--- config.mk ---
export PLATFORM = sky130hd
export DESIGN_NAME = capclk_ctrl
export DESIGN_NICKNAME = d
export VERILOG_FILES = /design/src/rtl/capclk_ctrl.sv
export SDC_FILE = /design/constraint.sdc
export NUM_CORES = 1
export LEC_CHECK = 0
export ABC_AREA = 1
export BUFFER_PORTS_ARGS = -buffer_cell sky130_fd_sc_hd__buf_2
export CELL_PAD_IN_SITES_DETAIL_PLACEMENT = 0
export CELL_PAD_IN_SITES_GLOBAL_PLACEMENT = 1
export CORE_AREA = 2 2 39 41
export CTS_CLUSTER_DIAMETER = 100
export DETAILED_ROUTE_END_ITERATION = 10
export DIE_AREA = 0 0 41 43
export PLACE_DENSITY_LB_ADDON = 0.12
export SLEW_MARGIN = 40
export SYNTH_ARGS = -nofsm -noshare
export SYNTH_HDL_FRONTEND = slang
export SYNTH_SLANG_ARGS = --single-unit
--- constraint.sdc ---
create_clock -name fast_clk -period 1 [get_ports fast_clk]
set_input_delay 0.3 -clock fast_clk [delete_from_list [all_inputs] [get_ports fast_clk]]
set_output_delay 0.3 -clock fast_clk [all_outputs]
set_load 0.005 [all_outputs]
--- src/rtl/capclk_ctrl.sv ---
module capclk_ctrl #(
  parameter int STAGES       = 5,
  parameter int LAUNCH_STAGE = 2,
  parameter int PULSES       = 2
) (
  input  logic rst_n,
  input  logic scan_enable,
  input  logic scan_clk,
  input  logic fast_clk,
  output logic test_clk
);
  localparam int STOP_STAGE = LAUNCH_STAGE + PULSES;

  logic [STAGES-1:0] cnt_sr;
  logic              hs_en;
  logic              en_neg;
  logic              gated;

  // ones mark "scan enable seen low"; reset leaves the chain full (spent)
  always_ff @(posedge fast_clk or negedge rst_n) begin
    if (!rst_n) cnt_sr <= '1;
    else        cnt_sr <= {cnt_sr[STAGES-2:0], ~scan_enable};
  end

  assign hs_en = cnt_sr[LAUNCH_STAGE] & ~cnt_sr[STOP_STAGE];

  // enable updated only on the falling edge, so it is steady through each high phase
  always_ff @(negedge fast_clk or negedge rst_n) begin
    if (!rst_n) en_neg <= 1'b0;
    else        en_neg <= hs_en;
  end

  assign gated    = fast_clk & en_neg;
  assign test_clk = scan_enable ? scan_clk : gated;
endmodule

==> summary.md <==
| Metric | Value |
|---|---|
| Peak supply drop | between 0.6 and 0.7 mV |
| Hold depth | 4 |
| Largest net degree at the start of global routing | 7 |
| Area occupied by multi-input gates | around 26 um^2 |
| Die W | a little over 40 um |
| Port Buf Inserts | 4 |
| Placed instance count | 33 |
| FILL cells | about 160 |
| Hold violation count in the final report | 0 |
| Worst Tran Pin Value | 0.129 ns |
| Total congestion overflow | 0 |
| Worst Setup Path Type | reg2out |
| Final wirelength | just over 300 um |
| Remaining antenna violation count after routing | 0 |
| Max Cap Violations | 0 |
| Hold_sp | scan_enable |
| Commonest non-fill, non-tap cell in the layout | clkbuf_4 |
| CP Capture Type | output pin |
| Critical path, cell by cell | nand3_2 > nand2_2 > buf_2 |
| Post-route setup slack | -0.774 ns |
| Mapped Avg Cell Area | ~16 um^2 |
| R2r endpoint | en_neg |
| Final HPWL from detailed placement | 205 um |
| GR Util All Layers | 0.0598 |
| Clock network fraction of total power | 0.591 |
| Worst hold path class | in2reg |
| Top post-synthesis cells by area | dfstp_2, dfrtn_1, nand3_2 |
| Crit path DAT | ~1.5 ns |
| Ys Warns | 0 |
| Critical-path top delay cell | dfrtn_1 |
| Final setup vio count | 3 |
| Routed length per placed instance | just over 7 um |
| Initial antenna violation count | 0 |
| Worst relative slew slack | 0.914 |
| Critical path's largest stage delay | roughly 0.4 ns |
| Layout cells sized above 1 | 0.808 |
| Net Sw Frac | 0.205 |
| FF/Latch Area | about 160 um^2 |
| WL met3 | roughly 38 um |
| Gpl congestion | between 0.5 and 0.6 |
| Post-Syn Nets | 16 |
| Via count | between 100 and 150 |
| Post-Synthesis Cells | 12 |
| Area leader, netlist | dfstp_2 |
| Sw Pwr | 0.000147 W |
| Fin util | 0.220 |
| Vias in the first global route | 160 |
| Worst-path fanout max | 1 |
| Register area share after synthesis | 0.833 |
| TNS Setup | -0.950 ns |
| Finished Layout Cells | 42 |
| Met2 WL | between 100 and 150 um |
| Most frequent cells in the layout | clkbuf_4, dfstp_2, buf_2 |
| I/O pin total | 5 |
| First-pass GRT wire length | around 550 um |
| Internal power | about 0.00057 W |
| Post-synthesis cell type count | 8 |
| Post-synthesis register bit count | 6 |
| Core area | between 1000 and 1500 um^2 |
| Post-Syn Area | roughly 190 um^2 |
| Die span in y | around 43 um |
| Max Slew Vio Count | 0 |
| Top Metal Used | met3 |
| Synth top area share | 0.700 |
| Effective utilization at floorplan | 0.136 |
| Die ar. | between 1500 and 2000 um^2 |
| Skew final | between 0.02 and 0.025 ns |
| CP required | approximately 0.70 ns |
| Reg2reg setup slack | -0.18 ns |
| FF-to-FF path depth | 1 |
| Number of DRC markers in iteration 0 | 3 |
| Drt pass-1 iters | 4 |
| Clock slew at reported path FFs | around 0.050 ns |
| Power share of the combinational group | 0.034 |
| CTS tree | yes |
| DRC viols | 0 |
| FP Rows | 14 |
| Failing checks | setup timing |
| PwrDens | 2360 nW/um^2 |
| ANT cells | 0 |
| Area Overhead vs Synth | 62.0% |
| Status | finished with violations |
| WHS | ~0.31 ns |
| Clock Latency Late Sink | about 0.36 ns |
| Leak | about 0.14 nW |
| Critical Path Source Type | flip-flop |
| Hold Path Sink | cnt_sr[0] |
| Drt via density | ~3.2 |
| RSZ-0062 raised after global routing | yes |
| Nets | 31 |
| FF-to-FF Start | cnt_sr[4] |
| Met1 wire length | 131 um |
| Flop pwr share | 0.374 |
[metrics by stage]
| stage | instance area, um^2 | power (W) | setup WS [ns] |
|---|---|---|---|
| final | 304 | 0.000718 | -0.774 |
| after global routing | 304 | 0.000771 | -0.828 |
| after CTS | 297 | 0.000744 | -0.791 |
| after detailed placement | 235 | 0.000307 | -0.391 |
| after global placement | 235 | 0.000306 | -0.390 |
| after floorplan | 188 | 0.000286 | -0.299 |
[synth_stat cells]
cell type	n
inv_2	1
nand3_2	1
inv_1	1
dfstp_2	5
nor2_1	1
dfrtn_1	1
nand2_2	1
nand2_1	1
[final cells by class]
type,instances,area share
Inverter,2,0.0247
Timing Repair Buffer,6,0.132
Sequential cell,6,0.514
Clock buffer,8,0.177
Multi-Input combinational cell,4,0.0864
Tap cell,16,0.0658
[logic make-up (layout without fill, tap and decap cells)]
group | after synthesis | after routing | synth area share
simple gates | 4 | 4 | 0.127
buf+inv | 2 | 16 | 0.0400
flops | 6 | 6 | 0.833
[worst max-delay path: cells and delay by family (launching register included)]
| family | cells | cell delay (ns) |
|---|---|---|
| flip-flops | 1 | 0.40 |
| AND/OR/NAND/NOR | 2 | 0.11 |
| buffers and inverters | 1 | 0.10 |
[how the worst max path moves through the flow]
stage | endpoint | slack [ns] | cells after the start | startpoint
final | test_clk | -0.77 | 3 | en_neg
after global routing | test_clk | -0.83 | 3 | en_neg
after CTS | test_clk | -0.79 | 3 | en_neg
after detailed placement | test_clk | -0.39 | 3 | en_neg
after global placement | test_clk | -0.39 | 3 | en_neg
after floorplan | test_clk | -0.30 | 2 | en_neg
[registers in the layout (all words and copies together), names as in the netlist]
register	flops
cnt_sr	5
en_neg	1
[timing repair]
| item | 4_1_cts | 5_1_grt |
|---|---|---|
| pin swaps | 1 | 0 |
| setup endpoints to repair | 3 | 4 |
| endpoints found under the hold margin | 5 | 0 |
| resized for setup | 1 | 0 |
| setup buffers | 0 | 1 |
| hold buffers | 1 | 0 |
[metal layers]
layer	GRT usage	up-vias
met1	0.0596	61
li1	-	65
met3	0.0576	0
met4	0.100	0
met2	0.0469	7
met5	0	-
[power groups by stage]
stage                       logic, W  clock network, W  registers (W)
after CTS                  0.0000229          0.000452       0.000269
after detailed placement   0.0000188         0.0000164       0.000272
after global placement     0.0000188         0.0000164       0.000271
after global routing       0.0000283          0.000472       0.000270
final                      0.0000247          0.000425       0.000269
after floorplan           0.00000436         0.0000113       0.000270
Power figures use the tool's default switching activity.
